===== src/rtl/step_cond_pkg.sv =====
package step_cond_pkg;

  typedef enum logic [1:0] {
    EDGE_NONE = 2'd0,
    EDGE_RISE = 2'd1,
    EDGE_FALL = 2'd2
  } edge_kind_e;

  function automatic logic edge_wanted(input edge_kind_e k, input logic both);
    return (k == EDGE_RISE) || (both && (k == EDGE_FALL));
  endfunction

endpackage


===== src/rtl/sc_sync.sv =====
module sc_sync #(
  parameter int W      = 4,
  parameter int STAGES = 2
) (
  input  logic         clk,
  input  logic         rst,
  input  logic [W-1:0] d,
  output logic [W-1:0] q
);
  logic [W-1:0] chain [STAGES];

  generate
    for (genvar s = 0; s < STAGES; s++) begin : g_stage
      if (s == 0) begin : g_first
        always_ff @(posedge clk) begin
          if (rst) chain[0] <= '0;
          else     chain[0] <= d;
        end
      end else begin : g_next
        always_ff @(posedge clk) begin
          if (rst) chain[s] <= '0;
          else     chain[s] <= chain[s-1];
        end
      end
    end
  endgenerate

  assign q = chain[STAGES-1];
endmodule


===== src/rtl/sc_glitch_filter.sv =====
module sc_glitch_filter
  import step_cond_pkg::*;
#(
  parameter int STABLE_CYCLES = 8
) (
  input  logic       clk,
  input  logic       rst,
  input  logic       en,
  input  logic       s_in,
  output logic       level,
  output edge_kind_e evt
);
  localparam int CNT_W = $clog2(STABLE_CYCLES + 1);
  localparam logic [CNT_W-1:0] LAST = CNT_W'(STABLE_CYCLES - 1);

  logic [CNT_W-1:0] cnt;

  always_ff @(posedge clk) begin
    if (rst) begin
      level <= 1'b0;
      cnt   <= '0;
      evt   <= EDGE_NONE;
    end else if (!en) begin
      evt <= EDGE_NONE;
    end else begin
      evt <= EDGE_NONE;
      if (s_in != level) begin
        if (cnt == LAST) begin
          level <= s_in;
          cnt   <= '0;
          evt   <= s_in ? EDGE_RISE : EDGE_FALL;
        end else begin
          cnt <= cnt + 1'b1;
        end
      end else begin
        cnt <= '0;
      end
    end
  end
endmodule


===== src/rtl/sc_capture.sv =====
module sc_capture
  import step_cond_pkg::*;
#(
  parameter int MODE_W = 2
) (
  input  logic              clk,
  input  logic              rst,
  input  logic              en,
  input  edge_kind_e        evt,
  input  logic              dir_live,
  input  logic [MODE_W-1:0] mode_live,
  input  logic              both_live,
  output logic              stb,
  output logic              dir_q,
  output logic [MODE_W-1:0] mode_q,
  output logic              both_q
);
  always_ff @(posedge clk) begin
    if (rst) begin
      stb    <= 1'b0;
      dir_q  <= 1'b0;
      mode_q <= '0;
      both_q <= 1'b0;
    end else if (!en) begin
      stb <= 1'b0;
    end else begin
      stb <= 1'b0;
      if (edge_wanted(evt, both_live)) begin
        stb    <= 1'b1;
        dir_q  <= dir_live;
        mode_q <= mode_live;
        both_q <= both_live;
      end
    end
  end
endmodule


===== src/rtl/step_edge_conditioner.sv =====
module step_edge_conditioner
  import step_cond_pkg::*;
#(
  parameter int MODE_W        = 2,
  parameter int SYNC_STAGES   = 2,
  parameter int STABLE_CYCLES = 8
) (
  input  logic              clk,
  input  logic              rst,
  input  logic              en,
  input  logic              step_pin,
  input  logic              dir_pin,
  input  logic [MODE_W-1:0] mode_pin,
  input  logic              edge_both_pin,
  output logic              step_stb,
  output logic              step_dir,
  output logic [MODE_W-1:0] step_mode,
  output logic              step_both
);
  localparam int SW = MODE_W + 3;

  logic [SW-1:0] raw_bus, syn_bus;
  logic          s_step, s_dir, s_both;
  logic [MODE_W-1:0] s_mode;
  logic          filt_level;
  edge_kind_e    filt_evt;

  assign raw_bus = {edge_both_pin, mode_pin, dir_pin, step_pin};
  assign s_step  = syn_bus[0];
  assign s_dir   = syn_bus[1];
  assign s_mode  = syn_bus[MODE_W+1:2];
  assign s_both  = syn_bus[SW-1];

  sc_sync #(.W(SW), .STAGES(SYNC_STAGES)) u_sync (
    .clk(clk), .rst(rst), .d(raw_bus), .q(syn_bus)
  );

  sc_glitch_filter #(.STABLE_CYCLES(STABLE_CYCLES)) u_filt (
    .clk(clk), .rst(rst), .en(en), .s_in(s_step),
    .level(filt_level), .evt(filt_evt)
  );

  sc_capture #(.MODE_W(MODE_W)) u_cap (
    .clk(clk), .rst(rst), .en(en), .evt(filt_evt),
    .dir_live(s_dir), .mode_live(s_mode), .both_live(s_both),
    .stb(step_stb), .dir_q(step_dir), .mode_q(step_mode), .both_q(step_both)
  );
endmodule


===== config.mk =====
export PLATFORM = sky130hd
export DESIGN_NAME = step_edge_conditioner
export DESIGN_NICKNAME = d
export VERILOG_FILES = /design/src/rtl/step_cond_pkg.sv /design/src/rtl/sc_sync.sv /design/src/rtl/sc_glitch_filter.sv /design/src/rtl/sc_capture.sv /design/src/rtl/step_edge_conditioner.sv
export SDC_FILE = /design/constraint.sdc
export NUM_CORES = 1
export LEC_CHECK = 0
export BUFFER_PORTS_ARGS = -buffer_cell sky130_fd_sc_hd__buf_4
export CORE_MARGIN = 10
export CORE_UTILIZATION = 30
export DETAILED_ROUTE_END_ITERATION = 16
export PLACE_DENSITY = 0.58
export SETUP_SLACK_MARGIN = 0.05
export SYNTH_ARGS = -nofsm -noshare
export SYNTH_HDL_FRONTEND = slang
export SYNTH_HIERARCHICAL = 1
export SYNTH_SLANG_ARGS = --single-unit

===== constraint.sdc =====
create_clock -name clk -period 3.05 [get_ports clk]
set_clock_uncertainty 0.1 [all_clocks]
set_input_delay 0.61 -clock clk [delete_from_list [all_inputs] [get_ports clk]]
set_output_delay 0.61 -clock clk [all_outputs]
set_load 0.02 [all_outputs]

== Word level (Yosys, flattened, before mapping) ==
Memory sizes are Yosys's and may differ from the RTL's.
Cells that the tools add are included.
Word-level totals
  output and inout port bits: 5
  RAM bits: 10
  memories: 1
  word-level logic and storage cells: 33
  register bits after elaboration: 12
  input port bits: 8
Operators by class
  equal/unequal tests: 4
  $add $sub $neg: 1
  reduce and logical (&&, ||, !) cells: 6
  muxes and demuxes: 9
  bitwise gates (word level): 5
Memories
  u_sync.chain: depth 2, bits a word 5, read ports 2, clocked after memory_dff 0, wr ports 2, RTL line sc_sync.sv:10  | logic [W-1:0] chain [STAGES];
Operator list (number)
  two-way mux 5 bit: 2
  two-way mux 4 bit: 2
  adder 4 x 1 -> 4 bit (second input constant): 1
  equality test 4 x 3 -> 1 bit (second input constant): 1
  two-way mux 1 bit: 4
  OR reduction 4 bit: 1
  NOT 1 bit: 3
  AND reduction 3 bit: 1
  equality test 2 x 1 -> 1 bit (second input constant): 1
  equality test 2 bit (second input constant): 1
  two-way mux 2 bit: 1
  OR 1 bit: 2
  AND reduction 2 bit: 1
  OR reduction 2 bit: 1
  logical AND 1 bit: 1
  logical OR 1 bit: 1
  inequality test 1 bit: 1

== Depth between registers and ports, before layout ==
Gate-level depths: netlist of run 1.
  depth in word-level cells: 4
  depth in mapped cells: 4
  depth with buffers taken out: 4

== Modules after synthesis ==
Netlist of run 1, hierarchy kept.
By module, submodules not included
  sc_glitch_filter: cells each 33, sequential area each 140.1 um^2, times used 1, area each 325.3 um^2
  sc_sync: cells each 20, sequential area each 200.2 um^2, times used 1, area each 262.8 um^2
  sc_capture: cells each 21, sequential area each 100.1 um^2, times used 1, area each 216.5 um^2

== Worst setup path after synthesis of run 1 ==
No wires, ideal clock.
  path kind: in2reg
  start: in en
  end: reg u_filt.cnt[3]
  data required time: 2.880 ns
  arrival: 1.367 ns
  setup time: 0.070 ns
  buffers on the path: 0
  slack: 1.513 ns
  cell stages on the path: 3
  path through: or2b_1 or4b_1 a21oi_1
RTL lines
  start: declaration: RTL line step_edge_conditioner.sv:10  | input logic en,
  end signal: assignment: RTL line sc_glitch_filter.sv:33  | cnt <= cnt + 1'b1;
  end: declaration: RTL line sc_glitch_filter.sv:16  | logic [CNT_W-1:0] cnt;

== Final worst setup path of run 1 ==
  start: reg u_filt.cnt[0]
  end: reg u_filt.cnt[3]
Between the ends
  cells in the longest elaborated chain, start to end: 3
  elaborated cells on any way between the ends: 4
  classes of those cells: 1 x add/sub; 1 x eq/ne; 2 x mux
RTL lines
  adder 4 x 1 -> 4 bit or equality test 4 x 3 -> 1 bit (tied branches): RTL line sc_glitch_filter.sv:33, sc_glitch_filter.sv:28
  two-way mux 4 bit *: RTL line sc_glitch_filter.sv:28  | if (cnt == LAST) begin
  two-way mux 4 bit *: RTL line sc_glitch_filter.sv:27  | if (s_in != level) begin
Mark *: on every way between the ends. The rest lies on a longest branch, timed or not.
A chain may end at the register's enable or synchronous reset.

==> metrics.txt, run 1 <==
# TYPE chip_impl_metric gauge
chip_impl_metric{name="top_level_ports",unit=""} 13
chip_impl_info{name="netlist_top_cells_area",value="sky130_fd_sc_hd__dfxtp_1 (55%), sky130_fd_sc_hd__nor2b_1 (8.6%), sky130_fd_sc_hd__nand2b_1 (7.0%)"} 1
chip_impl_metric{name="drc_errors",unit=""} 0
chip_impl_metric{name="switching_power",unit="mW"} 0.09127
chip_impl_metric{name="finish.cell_count_without_fillers",unit=""} 119
chip_impl_info{name="grt_setup_unrepaired",value="false"} 1
chip_impl_info{name="worst_path_max_delay_cell",value="sky130_fd_sc_hd__or4b_1"} 1
chip_impl_metric{name="vias_per_cell",unit=""} 4.445
chip_impl_info{name="final_cell_mix",value="sky130_fd_sc_hd__dfxtp_1 (22), sky130_fd_sc_hd__buf_4 (12), sky130_fd_sc_hd__nor2b_1 (11), sky130_fd_sc_hd__nand2b_1 (9), sky130_fd_sc_hd__a21oi_1 (5)"} 1
chip_impl_info{name="setup.worst_path.class",value="flop to flop"} 1
chip_impl_metric{name="power_per_unit_of_standard_cell_area",unit="nW/µm²"} 464.3
chip_impl_metric{name="crit_path_max_incr_delay",unit="ns"} 0.46
chip_impl_metric{name="clock_tree.buffer_depth",unit=""} 2
chip_impl_metric{name="drt_wl_total",unit="mm"} 1.289
chip_impl_metric{name="detailed_route_via_count",unit=""} 529
chip_impl_metric{name="summed_instance_area_of_the_synthesized_netlist",unit="µm²"} 804.5
chip_impl_metric{name="synthDistinctLibCells",unit=""} 24
chip_impl_metric{name="worst_ir_drop_vdd",unit="V"} 0.0003079
chip_impl_metric{name="finalCritPeriodShare",unit="%"} 51.06
chip_impl_metric{name="detail-route-antenna-nets",unit=""} 0
chip_impl_metric{name="grt_overflow_total",unit=""} 0
chip_impl_metric{name="layout-drive-gt1-share",unit="%"} 19.10
chip_impl_metric{name="syn-instance-count",unit=""} 74
chip_impl_metric{name="seq_power_share",unit="%"} 66.7
chip_impl_metric{name="first_global_vias",unit=""} 513
chip_impl_info{name="setup.worst_path.start_class",value="flop"} 1
chip_impl_metric{name="power.clock.fraction",unit="%"} 28.4
chip_impl_metric{name="io_buffer_count",unit=""} 12
chip_impl_metric{name="post-place-cells",unit=""} 116
chip_impl_metric{name="firstDrtPassIters",unit=""} 4
chip_impl_metric{name="maxSlewHeadroom",unit="%"} 84.03
chip_impl_metric{name="largest_net_degree_at_the_start_of_global_routing",unit=""} 26
chip_impl_metric{name="global_route.usage.total",unit="%"} 5.531
chip_impl_info{name="outcome",value="complete, no violations"} 1
chip_impl_metric{name="combPwrFrac",unit="%"} 4.8
chip_impl_metric{name="grt_first_pass_wirelength",unit="mm"} 2.270
chip_impl_metric{name="globalplace.congestion",unit=""} 0.7035
chip_impl_metric{name="postcts_resize_cnt",unit=""} 0
chip_impl_metric{name="power.leakage",unit="nW"} 0.3776
chip_impl_metric{name="antennaDiodeCount",unit=""} 0
chip_impl_metric{name="grt_antenna_before_repair",unit=""} 0
chip_impl_metric{name="postLayoutCoreUtil",unit="%"} 37.85
chip_impl_metric{name="timing_worst_slew_pin_value",unit="ns"} 0.2362
chip_impl_info{name="worst_setup_path_end_kind",value="flop"} 1
chip_impl_metric{name="max-cap-violations",unit=""} 0
chip_impl_metric{name="synth_seq_cells",unit=""} 22
chip_impl_metric{name="maxSlewViolCount",unit=""} 0
chip_impl_info{name="synthDominantAreaCellType",value="sky130_fd_sc_hd__dfxtp_1"} 1
chip_impl_metric{name="route.detailed.wl_per_inst",unit="µm"} 10.83
chip_impl_metric{name="post_cts_setup_repair_bufs",unit=""} 0
chip_impl_metric{name="timing.critical_path.arrival",unit="ns"} 1.70
chip_impl_metric{name="number_of_sinks_on_the_clock_net",unit=""} 22
chip_impl_metric{name="finalWorstPathRequiredPeriod",unit="ns"} 1.557
chip_impl_metric{name="synthDominantCellAreaShare",unit="%"} 54.74
chip_impl_metric{name="finish.net_count",unit=""} 100
chip_impl_metric{name="clk_pin_slew",unit="ns"} 0.11
chip_impl_metric{name="die_x",unit="µm"} 71.79
chip_impl_info{name="clock-root-buffer",value="sky130_fd_sc_hd__clkbuf_4"} 1
chip_impl_metric{name="postSynthNetCount",unit=""} 83
chip_impl_metric{name="final_area",unit="µm²"} 954.7
chip_impl_info{name="timing.hold.worst.class",value="flop to flop"} 1
chip_impl_metric{name="hold_violations",unit=""} 0
chip_impl_metric{name="setup_viol_count_final",unit=""} 0
chip_impl_metric{name="dpl-instance-area",unit="µm²"} 932.1
chip_impl_metric{name="design.die.area",unit="µm²"} 5153
chip_impl_metric{name="placementRows",unit=""} 18
chip_impl_metric{name="synth.yosys.warnings",unit=""} 6
chip_impl_metric{name="area_growth",unit="%"} 18.66
chip_impl_metric{name="number_of_h_tree_levels",unit=""} 1
chip_impl_info{name="cell_chain_of_the_critical_path",value="ha_1, or2b_1, or4b_1, a21oi_1"} 1
chip_impl_metric{name="numCtsBuffers",unit=""} 3
chip_impl_metric{name="power.switching_fraction",unit="%"} 20.59
chip_impl_metric{name="worst-path-max-fanout",unit=""} 5
chip_impl_metric{name="die_h",unit="µm"} 71.79
chip_impl_metric{name="sequential_to_total_area_share_from_yosys_stat",unit="%"} 54.74
chip_impl_metric{name="syn-mean-instance-area",unit="µm²"} 10.87
chip_impl_metric{name="achievable-frequency",unit="GHz"} 0.6421
chip_impl_metric{name="core_region_area",unit="µm²"} 2522
chip_impl_info{name="path_delay_family",value="simple AND/OR/NAND/NOR gates"} 1
chip_impl_metric{name="reg2reg_slack",unit="ns"} 1.49
chip_impl_metric{name="start_util",unit="%"} 31.89
chip_impl_metric{name="power_report.internal_total",unit="mW"} 0.3520
chip_impl_metric{name="initialDrtViolationCount",unit=""} 16
chip_impl_info{name="final_common_cell",value="sky130_fd_sc_hd__dfxtp_1"} 1
chip_impl_metric{name="worstSkewPairLatency",unit="ns"} 0.30
chip_impl_metric{name="timing.critical_path.required",unit="ns"} 3.19
chip_impl_info{name="tritoncts",value="yes"} 1
chip_impl_metric{name="fin_tns_setup",unit="ns"} 0
chip_impl_metric{name="hold_buffers",unit=""} 0
chip_impl_metric{name="worst-path-buf-inv",unit=""} 0
-- cell families (layout without fill, tap and decap cells) --
| group | Yosys count | after routing | share of synthesized area (%) |
|---|---|---|---|
| simple gates | 35 | 35 | 28.46 |
| flops | 22 | 22 | 54.74 |
| compound gates | 9 | 9 | 6.687 |
| mux | 4 | 4 | 4.977 |
| xor+xnor | 2 | 2 | 3.111 |
| fa+ha+maj | 1 | 1 | 1.555 |
| buf+inv | 1 | 16 | 0.4661 |
-- final timing paths --
kind | end | depth (start not counted) | start
worst max register to register | u_filt/cnt[3] | 4 | u_filt/cnt[0]
worst min register to register | u_sync/chain[1][1] | 1 | u_sync/chain[0][1]
worst max-delay path | u_filt/cnt[3] | 4 | u_filt/cnt[0]
worst min-delay path | u_sync/chain[1][1] | 1 | u_sync/chain[0][1]
-- power by group through the flow --
stage	registers, mW	clock network (mW)	logic [mW]
2_1_floorplan	0.302	0	0.00859
3_3_place_gp	0.302	0	0.0210
3_5_place_dp	0.302	0	0.0218
4_1_cts	0.296	0.130	0.0218
5_1_grt	0.297	0.144	0.0243
6_report	0.296	0.126	0.0214
-- synth_stat cells --
cell	n
sky130_fd_sc_hd__a21oi_1	5
sky130_fd_sc_hd__a31oi_1	1
sky130_fd_sc_hd__a32oi_1	1
sky130_fd_sc_hd__and2b_1	1
sky130_fd_sc_hd__and3b_1	1
sky130_fd_sc_hd__dfxtp_1	22
sky130_fd_sc_hd__ha_1	1
sky130_fd_sc_hd__inv_1	1
sky130_fd_sc_hd__mux2i_1	4
sky130_fd_sc_hd__nand2_1	1
sky130_fd_sc_hd__nand2_2	1
sky130_fd_sc_hd__nand2b_1	9
sky130_fd_sc_hd__nand3_1	2
sky130_fd_sc_hd__nand3b_1	1
sky130_fd_sc_hd__nand4b_1	2
sky130_fd_sc_hd__nor2_1	2
sky130_fd_sc_hd__nor2b_1	11
sky130_fd_sc_hd__nor4b_1	2
sky130_fd_sc_hd__o2111ai_1	1
sky130_fd_sc_hd__o21ai_0	1
sky130_fd_sc_hd__or2b_1	1
sky130_fd_sc_hd__or4b_1	1
sky130_fd_sc_hd__xor2_1	1
sky130_fd_sc_hd__xor2_2	1
-- routing by layer --
| layer | part of all wire, % | GRT usage (%) | wire length (µm) |
|---|---|---|---|
| met1 | 49 | 6.211 | 627 |
| met2 | 44 | 8.235 | 569 |
| met3 | 5.4 | 2.342 | 70 |
| met4 | 1.6 | 3.871 | 21 |
| met5 | 0 | 0 | 0 |
-- metrics by stage --
stage	power (mW)	hold WS [ns]	worst slack [ns]
after CTS	0.4477	0.3468	1.493
after detailed placement	0.3242	0.3204	1.329
after global placement	0.3232	0.3191	1.350
final	0.4433	0.3440	1.493
after floorplan	0.3105	0.3138	1.513
after global routing	0.4647	0.3678	1.416
-- worst reg2reg max path, cell delays in order (launching register included) --
cell and delay (ns):
sky130_fd_sc_hd__dfxtp_1 0.35, sky130_fd_sc_hd__ha_1 0.25, sky130_fd_sc_hd__or2b_1 0.23, sky130_fd_sc_hd__or4b_1 0.46, sky130_fd_sc_hd__a21oi_1 0.12
-- cell type report --
class / count / area [µm²]
Sequential cell: 22 / 440.4
Inverter: 1 / 3.754
Clock buffer: 3 / 22.52
Multi-Input combinational cell: 51 / 360.3
Tap cell: 30 / 37.54
Fill cell: 257 / 1568
Timing Repair Buffer: 12 / 90.09
-- flip-flops by register name (all words and copies together) (netlist names) --
register	flops
u_filt/evt	2
u_filt/cnt	4
u_cap/mode_q	2
u_cap/stb	1
u_cap/both_q	1
u_cap/dir_q	1
u_sync/chain	10
u_filt/level	1
Note: power is estimated with default switching activity, not from simulation.
==> run 2: changes to the inputs <==
--- a/config.mk
+++ b/config.mk
@@ -5,11 +5,12 @@
 export SDC_FILE = /design/constraint.sdc
 export NUM_CORES = 1
 export LEC_CHECK = 0
+export ABC_AREA = 1
 export BUFFER_PORTS_ARGS = -buffer_cell sky130_fd_sc_hd__buf_4
 export CORE_MARGIN = 10
 export CORE_UTILIZATION = 30
 export DETAILED_ROUTE_END_ITERATION = 16
-export PLACE_DENSITY = 0.58
+export PLACE_DENSITY = 0.59
 export SETUP_SLACK_MARGIN = 0.05
 export SYNTH_ARGS = -nofsm -noshare
 export SYNTH_HDL_FRONTEND = slang
==> constraint.sdc (replaced) <==
create_clock -name clk -period 1.3 [get_ports clk]
set_clock_uncertainty 0.1 [all_clocks]
set_input_delay 0.26 -clock clk [delete_from_list [all_inputs] [get_ports clk]]
set_output_delay 0.26 -clock clk [all_outputs]
set_load 0.02 [all_outputs]
==> run 2 against run 1 <==
Net effect:
- combinational power grew to 2.6 times the previous value
- die area is 3.0% higher
- clock-buffer cell count unchanged
- flip-flop and latch count unchanged
- sequential share of layout area is 2.5 points lower
- wire length grew 8.7%
- cell area rose by 6.9%
- area after synthesis grew 4.2%
- setup slack worse by 1.4 ns
- power rose to 2.8 times the previous value
- via count grew 21%
- clock power grew to 4.1 times the previous value
- critical endpoint is now u_filt/level
- largest cell class unchanged
==> metrics.txt, run 2 <==
# TYPE chip_impl_metric gauge
chip_impl_metric{name="worst_ir_drop_vdd",unit="V"} 0.0006005
chip_impl_metric{name="die_h",unit="µm"} 72.86
chip_impl_metric{name="first_global_vias",unit=""} 596
chip_impl_info{name="largest_registers",value="u_sync/chain x10, u_filt/cnt x4"} 1
chip_impl_metric{name="postSynthNetCount",unit=""} 116
chip_impl_metric{name="max-cap-violations",unit=""} 0
chip_impl_info{name="timing.hold.worst.class",value="input pin to flop"} 1
chip_impl_info{name="outcome",value="complete, no violations"} 1
chip_impl_info{name="top_cells_by_count_synth",value="sky130_fd_sc_hd__inv_1 (25), sky130_fd_sc_hd__dfxtp_1 (22), sky130_fd_sc_hd__nor2_1 (16), sky130_fd_sc_hd__nand2_1 (15)"} 1
chip_impl_metric{name="core_region_area",unit="µm²"} 2710
chip_impl_metric{name="maxSlewHeadroom",unit="%"} 84.76
chip_impl_metric{name="detail-route-antenna-nets",unit=""} 0
chip_impl_metric{name="crit_path_max_incr_delay",unit="ns"} 0.39
chip_impl_metric{name="finish.net_count",unit=""} 132
chip_impl_metric{name="synth.yosys.warnings",unit=""} 6
chip_impl_metric{name="clk_pin_slew",unit="ns"} 0.12
chip_impl_metric{name="timing.critical_path.arrival",unit="ns"} 1.32
chip_impl_metric{name="synth_edf_count",unit=""} 0
chip_impl_metric{name="detailed_route_via_count",unit=""} 640
chip_impl_metric{name="postcts_resize_cnt",unit=""} 1
chip_impl_metric{name="power.leakage",unit="nW"} 0.4484
chip_impl_metric{name="hold_buffers",unit=""} 0
chip_impl_info{name="netlist_top_cells_area",value="sky130_fd_sc_hd__dfxtp_1 (53%), sky130_fd_sc_hd__inv_1 (11%), sky130_fd_sc_hd__nor2_1 (7.2%)"} 1
chip_impl_metric{name="vias_per_cell",unit=""} 4.183
chip_impl_metric{name="synthDistinctLibCells",unit=""} 18
chip_impl_info{name="setup.worst_path.start_class",value="flop"} 1
chip_impl_metric{name="grt_first_pass_wirelength",unit="mm"} 2.463
chip_impl_metric{name="synth_seq_cells",unit=""} 22
chip_impl_metric{name="placementRows",unit=""} 19
chip_impl_metric{name="io_buffer_count",unit=""} 12
chip_impl_metric{name="timing_worst_slew_pin_value",unit="ns"} 0.2281
chip_impl_info{name="top_ff_cell_synth",value="sky130_fd_sc_hd__dfxtp_1"} 1
chip_impl_metric{name="timing.critical_path.required",unit="ns"} 1.43
chip_impl_metric{name="largest_register_ff_count",unit=""} 10
chip_impl_metric{name="drt_wl_total",unit="mm"} 1.401
chip_impl_info{name="clock-root-buffer",value="sky130_fd_sc_hd__clkbuf_4"} 1
chip_impl_metric{name="power.total",unit="mW"} 1.262
chip_impl_info{name="synthDominantAreaCellType",value="sky130_fd_sc_hd__dfxtp_1"} 1
chip_impl_metric{name="number_of_h_tree_levels",unit=""} 1
chip_impl_info{name="worst_setup_path_end_kind",value="flop"} 1
chip_impl_metric{name="number_of_sinks_on_the_clock_net",unit=""} 22
chip_impl_metric{name="area_growth",unit="%"} 21.79
chip_impl_metric{name="global_route.usage.total",unit="%"} 5.766
chip_impl_metric{name="post_cts_setup_repair_bufs",unit=""} 0
chip_impl_metric{name="place.detailed.hpwl",unit="mm"} 1.024
chip_impl_metric{name="top_level_ports",unit=""} 13
chip_impl_metric{name="largest_net_degree_at_the_start_of_global_routing",unit=""} 19
chip_impl_metric{name="achievable-frequency",unit="GHz"} 0.8371
chip_impl_metric{name="power_per_unit_of_standard_cell_area",unit="nW/µm²"} 1236
chip_impl_info{name="critPathMostFrequentCell",value="sky130_fd_sc_hd__nand3_1"} 1
chip_impl_metric{name="syn-instance-count",unit=""} 107
chip_impl_metric{name="finalCritPeriodShare",unit="%"} 91.89
chip_impl_metric{name="hold_violations",unit=""} 0
chip_impl_metric{name="die_x",unit="µm"} 72.86
chip_impl_info{name="registers.top_by_ff_count",value="u_sync/chain"} 1
chip_impl_metric{name="fin_tns_setup",unit="ns"} 0
chip_impl_info{name="cell_chain_of_the_critical_path",value="ha_2, nand3_1, nor2_2, nand3_1, o21ai_0"} 1
chip_impl_metric{name="start_util",unit="%"} 30.93
chip_impl_metric{name="grt_overflow_total",unit=""} 0
chip_impl_metric{name="async_set_reset_flop_share_out_of_synthesis",unit="%"} 0
chip_impl_info{name="synthMostInstantiatedCell",value="sky130_fd_sc_hd__inv_1"} 1
chip_impl_info{name="worst_path_max_delay_cell",value="sky130_fd_sc_hd__dfxtp_4"} 1
chip_impl_metric{name="syn-mean-instance-area",unit="µm²"} 7.835
chip_impl_metric{name="worst-path-max-fanout",unit=""} 5
chip_impl_metric{name="numCtsBuffers",unit=""} 3
chip_impl_info{name="final_cell_mix",value="sky130_fd_sc_hd__inv_1 (25), sky130_fd_sc_hd__dfxtp_1 (20), sky130_fd_sc_hd__nor2_1 (15), sky130_fd_sc_hd__nand2_1 (14), sky130_fd_sc_hd__buf_4 (12)"} 1
chip_impl_metric{name="antennaDiodeCount",unit=""} 0
chip_impl_metric{name="summed_instance_area_of_the_synthesized_netlist",unit="µm²"} 838.3
chip_impl_metric{name="firstDrtPassIters",unit=""} 4
chip_impl_metric{name="layout-drive-gt1-share",unit="%"} 22.13
chip_impl_info{name="setup.worst_path.class",value="flop to flop"} 1
chip_impl_metric{name="setup_viol_count_final",unit=""} 0
chip_impl_metric{name="initialDrtViolationCount",unit=""} 23
chip_impl_metric{name="design.die.area",unit="µm²"} 5309
chip_impl_metric{name="maxSlewViolCount",unit=""} 0
chip_impl_metric{name="route.detailed.wl_per_inst",unit="µm"} 9.157
chip_impl_metric{name="clock_tree.buffer_depth",unit=""} 2
chip_impl_metric{name="drc_errors",unit=""} 0
chip_impl_metric{name="postLayoutCoreUtil",unit="%"} 37.67
chip_impl_info{name="tritoncts",value="yes"} 1
chip_impl_metric{name="globalplace.congestion",unit=""} 0.7167
chip_impl_info{name="grt_setup_unrepaired",value="false"} 1
chip_impl_metric{name="sequential_to_total_area_share_from_yosys_stat",unit="%"} 52.54
chip_impl_metric{name="grt_antenna_before_repair",unit=""} 0
chip_impl_metric{name="synthDominantCellAreaShare",unit="%"} 52.54
chip_impl_metric{name="finalWorstPathRequiredPeriod",unit="ns"} 1.195
chip_impl_info{name="final_common_cell",value="sky130_fd_sc_hd__inv_1"} 1
chip_impl_metric{name="worstSkewPairLatency",unit="ns"} 0.30
-- run 2: metal layers --
layer	vias up	track usage, %	part of all wire (%)
met5	-	0	0
met4	0	3.797	0.64
met3	2	2.041	3.9
met2	9	8.863	46
met1	271	6.568	49
li1	358	-	-
-- run 2: logic make-up after synthesis --
group / share of synthesized area [%]
buf+inv: 12.54
simple gates: 25.82
compound gates: 7.612
flops: 52.54
fa+ha+maj: 1.492
-- run 2: final timing paths --
check	start	endpoint	slack, ns	cells after the start
max	u_filt/cnt[0]	u_filt/level	0.11	5
min	dir_pin	u_sync/chain[0][1]	0.05	3
min reg2reg	u_sync/chain[0][0]	u_sync/chain[1][0]	0.31	2
max reg2reg	u_filt/cnt[0]	u_filt/level	0.11	5
-- run 2: worst max-delay path, delay by kind of cell (launching register included) --
| kind | cells | cell delay (ns) |
|---|---|---|
| compound gates | 1 | 0.09 |
| simple gates | 3 | 0.35 |
| flops | 1 | 0.39 |
| fa+ha+maj | 1 | 0.20 |
-- run 2: per-stage QoR --
step	worst slack (ns)	hold slack [ns]	cell area, µm²	cells
2_1_floorplan	0.1622	0.2224	838.3	107
3_3_place_gp	0.1298	0.2897	955.9	149
3_5_place_dp	0.05715	0.2948	955.9	149
4_1_cts	0.06230	0.03724	1010	153
5_1_grt	0.04947	0.03452	1021	153
6_report	0.1054	0.04607	1021	153
-- run 2: power by group --
| group | switching, mW | internal (mW) |
|---|---|---|
| registers | 0.00607 | 0.688 |
| logic | 0.0313 | 0.0254 |
| clock network | 0.200 | 0.311 |
-- run 2: layout make-up --
class	count	area, µm²
Multi-Input combinational cell	59	300.3
Clock buffer	3	22.52
Sequential cell	22	445.4
Clock inverter	1	30.03
Fill cell	286	1689
Timing Repair Buffer	12	90.09
Tap cell	31	38.79
Inverter	25	93.84
==> run 3: changes to the inputs <==
--- a/config.mk
+++ b/config.mk
@@ -5,13 +5,11 @@
 export SDC_FILE = /design/constraint.sdc
 export NUM_CORES = 1
 export LEC_CHECK = 0
-export ABC_AREA = 1
 export BUFFER_PORTS_ARGS = -buffer_cell sky130_fd_sc_hd__buf_4
 export CORE_MARGIN = 10
 export CORE_UTILIZATION = 30
 export DETAILED_ROUTE_END_ITERATION = 16
 export PLACE_DENSITY = 0.59
-export SETUP_SLACK_MARGIN = 0.05
 export SYNTH_ARGS = -nofsm -noshare
 export SYNTH_HDL_FRONTEND = slang
 export SYNTH_HIERARCHICAL = 1
==> run 3 against run 2 <==
Net effect:
- the flow now finishes with violations (negative setup slack)
- largest power group unchanged
- via count shrank 12%
- cell area grew 3.8%
- largest cell class unchanged
- hold slack gained 0.0062 ns
==> metrics.txt, run 3 (synthesized netlist as in run 1, its figures left out) <==
# TYPE chip_impl_metric gauge
chip_impl_metric{name="seq_power_share",unit="%"} 54.7
chip_impl_metric{name="firstDrtPassIters",unit=""} 4
chip_impl_metric{name="grt_antenna_before_repair",unit=""} 0
chip_impl_metric{name="reg2regPathDepth",unit=""} 4
chip_impl_metric{name="timing.critical_path.required",unit="ns"} 1.44
chip_impl_info{name="final_cell_mix",value="sky130_fd_sc_hd__buf_4 (20), sky130_fd_sc_hd__dfxtp_1 (20), sky130_fd_sc_hd__nor2b_1 (11), sky130_fd_sc_hd__nand2b_1 (9), sky130_fd_sc_hd__a21oi_1 (5)"} 1
chip_impl_metric{name="global_route.usage.total",unit="%"} 5.928
chip_impl_metric{name="switching_power",unit="mW"} 0.2341
chip_impl_metric{name="start_util",unit="%"} 31.89
chip_impl_metric{name="numCtsBuffers",unit=""} 3
chip_impl_metric{name="whs",unit="ns"} 0.05226
chip_impl_metric{name="timing.critical_path.arrival",unit="ns"} 1.59
chip_impl_metric{name="power_per_unit_of_standard_cell_area",unit="nW/µm²"} 1198
chip_impl_metric{name="drc_errors",unit=""} 0
chip_impl_info{name="registers.top_by_ff_count",value="u_sync/chain"} 1
chip_impl_metric{name="grt_overflow_total",unit=""} 0
chip_impl_metric{name="post-place-cells",unit=""} 124
chip_impl_metric{name="finish.cell_count_without_fillers",unit=""} 128
chip_impl_info{name="timing.hold.worst.start",value="mode_pin[1]"} 1
chip_impl_metric{name="combPwrFrac",unit="%"} 4.6
chip_impl_info{name="timing.rr.start",value="u_filt/cnt[1]"} 1
chip_impl_metric{name="area_growth",unit="%"} 31.73
chip_impl_metric{name="maxSlewHeadroom",unit="%"} 82.90
chip_impl_metric{name="achievable-frequency",unit="GHz"} 0.6894
chip_impl_info{name="largest_registers",value="u_sync/chain x10, u_filt/cnt x4"} 1
chip_impl_info{name="crit_path_start",value="u_filt/cnt[1]"} 1
chip_impl_metric{name="design.die.area",unit="µm²"} 5153
chip_impl_metric{name="largest_net_degree_at_the_start_of_global_routing",unit=""} 26
chip_impl_metric{name="timing_worst_slew_pin_value",unit="ns"} 0.2530
chip_impl_info{name="setup.worst_path.start_class",value="flop"} 1
chip_impl_metric{name="die_h",unit="µm"} 71.79
chip_impl_metric{name="worstSkewPairLatency",unit="ns"} 0.30
chip_impl_metric{name="whs_path_depth",unit=""} 2
chip_impl_metric{name="finalCritPeriodShare",unit="%"} 111.6
chip_impl_info{name="tritoncts",value="yes"} 1
chip_impl_metric{name="dpl-instance-area",unit="µm²"} 1007
chip_impl_info{name="worst_setup_path_end_kind",value="flop"} 1
chip_impl_info{name="setup.worst_path.class",value="flop to flop"} 1
chip_impl_metric{name="place.detailed.hpwl",unit="µm"} 939.2
chip_impl_metric{name="finalWorstPathRequiredPeriod",unit="ns"} 1.450
chip_impl_metric{name="max-cap-violations",unit=""} 0
chip_impl_metric{name="final.setup.worst_slack",unit="ns"} -0.1505
chip_impl_metric{name="layout-drive-gt1-share",unit="%"} 29.59
chip_impl_metric{name="drt_wl_total",unit="mm"} 1.365
chip_impl_metric{name="clock_tree.buffer_depth",unit=""} 2
chip_impl_metric{name="initialDrtViolationCount",unit=""} 9
chip_impl_metric{name="setup_viol_count_final",unit=""} 1
chip_impl_metric{name="final_area",unit="µm²"} 1060
chip_impl_metric{name="die_x",unit="µm"} 71.79
chip_impl_metric{name="reg2reg_slack",unit="ns"} -0.15
chip_impl_metric{name="number_of_sinks_on_the_clock_net",unit=""} 22
chip_impl_metric{name="maxSlewViolCount",unit=""} 0
chip_impl_metric{name="postLayoutCoreUtil",unit="%"} 42.01
chip_impl_metric{name="hold_buffers",unit=""} 0
chip_impl_info{name="timing.hold.worst.class",value="input pin to flop"} 1
chip_impl_metric{name="first_global_vias",unit=""} 591
chip_impl_info{name="failing_checks",value="negative setup slack"} 1
chip_impl_metric{name="worst_ir_drop_vdd",unit="V"} 0.0007812
chip_impl_metric{name="vias_per_cell",unit=""} 4.406
chip_impl_metric{name="worst-path-max-fanout",unit=""} 2
chip_impl_metric{name="hold_violations",unit=""} 0
chip_impl_metric{name="number_of_h_tree_levels",unit=""} 1
chip_impl_info{name="grt_setup_unrepaired",value="true"} 1
chip_impl_metric{name="power.switching_fraction",unit="%"} 18.44
chip_impl_metric{name="top_level_ports",unit=""} 13
chip_impl_metric{name="io_buffer_count",unit=""} 12
chip_impl_metric{name="power_report.internal_total",unit="mW"} 1.035
chip_impl_metric{name="clk_pin_slew",unit="ns"} 0.12
chip_impl_info{name="clock-root-buffer",value="sky130_fd_sc_hd__clkbuf_4"} 1
chip_impl_metric{name="globalplace.congestion",unit=""} 0.7517
chip_impl_metric{name="power.leakage",unit="nW"} 0.4325
chip_impl_metric{name="largest_register_ff_count",unit=""} 10
chip_impl_metric{name="grt_first_pass_wirelength",unit="mm"} 2.490
chip_impl_metric{name="placementRows",unit=""} 18
chip_impl_metric{name="route.detailed.wl_per_inst",unit="µm"} 10.66
chip_impl_metric{name="detailed_route_via_count",unit=""} 564
chip_impl_metric{name="power.clock.fraction",unit="%"} 40.7
chip_impl_info{name="hold-path-endpoint",value="u_sync/chain[0][3]"} 1
chip_impl_info{name="outcome",value="finished, violations left"} 1
chip_impl_metric{name="core_region_area",unit="µm²"} 2522
chip_impl_info{name="reg2reg_to",value="u_filt/cnt[3]"} 1
chip_impl_metric{name="antennaDiodeCount",unit=""} 0
chip_impl_metric{name="detail-route-antenna-nets",unit=""} 0
chip_impl_metric{name="finish.net_count",unit=""} 108
-- run 3: final cells by class --
cell class              instances  area (µm²)
clock inverters                 1       30.03
inverters                       1       3.754
flip-flops and latches         22       442.9
well taps                      30       37.54
clock buffers                   3       22.52
repair buffers                 20       150.1
fillers                       252        1463
multi-input cells              51       372.9
-- run 3: worst max path at each step --
stage	endpoint	slack (ns)
detailed placement	u_filt/cnt[3]	-0.14
finish	u_filt/cnt[3]	-0.15
floorplan	u_filt/cnt[3]	-0.13
global placement	u_filt/cnt[3]	-0.12
global route	u_filt/cnt[3]	-0.19
CTS	u_filt/cnt[3]	-0.15
-- run 3: power groups by stage --
stage,registers (mW),logic [mW],clock network (mW)
floorplan,0.709,0.0203,0
global placement,0.709,0.0582,0
detailed placement,0.709,0.0593,0
CTS,0.694,0.0596,0.540
global route,0.696,0.0658,0.566
finish,0.694,0.0587,0.517
-- run 3: metrics by stage --
step	TNS, ns	power [mW]	worst slack (ns)
floorplan	-0.1293	0.7292	-0.1293
global placement	-0.1220	0.7670	-0.1220
detailed placement	-0.1354	0.7684	-0.1354
CTS	-0.1521	1.293	-0.1521
global route	-0.2255	1.328	-0.1886
finish	-0.1505	1.270	-0.1505
-- run 3: what timing repair did --
item,in CTS,in global routing
setup buffers,0,0
setup endpoints to repair,1,3
gates resized for setup,0,0
cloned,0,0
pin swaps,1,0
-- run 3: critical path: stages, from the launching register on --
cell and delay (ns):
sky130_fd_sc_hd__dfxtp_2 0.35, sky130_fd_sc_hd__ha_4 0.15, sky130_fd_sc_hd__or2b_1 0.20, sky130_fd_sc_hd__or4b_1 0.46, sky130_fd_sc_hd__a21oi_1 0.13
-- run 3: layer usage --
| layer | global-route usage, % | wire (µm) | up-vias |
|---|---|---|---|
| met2 | 9.314 | 605 | 9 |
| met5 | 0 | 0 | - |
| li1 | - | - | 302 |
| met4 | 3.871 | 0 | 0 |
| met3 | 1.791 | 46 | 0 |
| met1 | 6.781 | 713 | 253 |
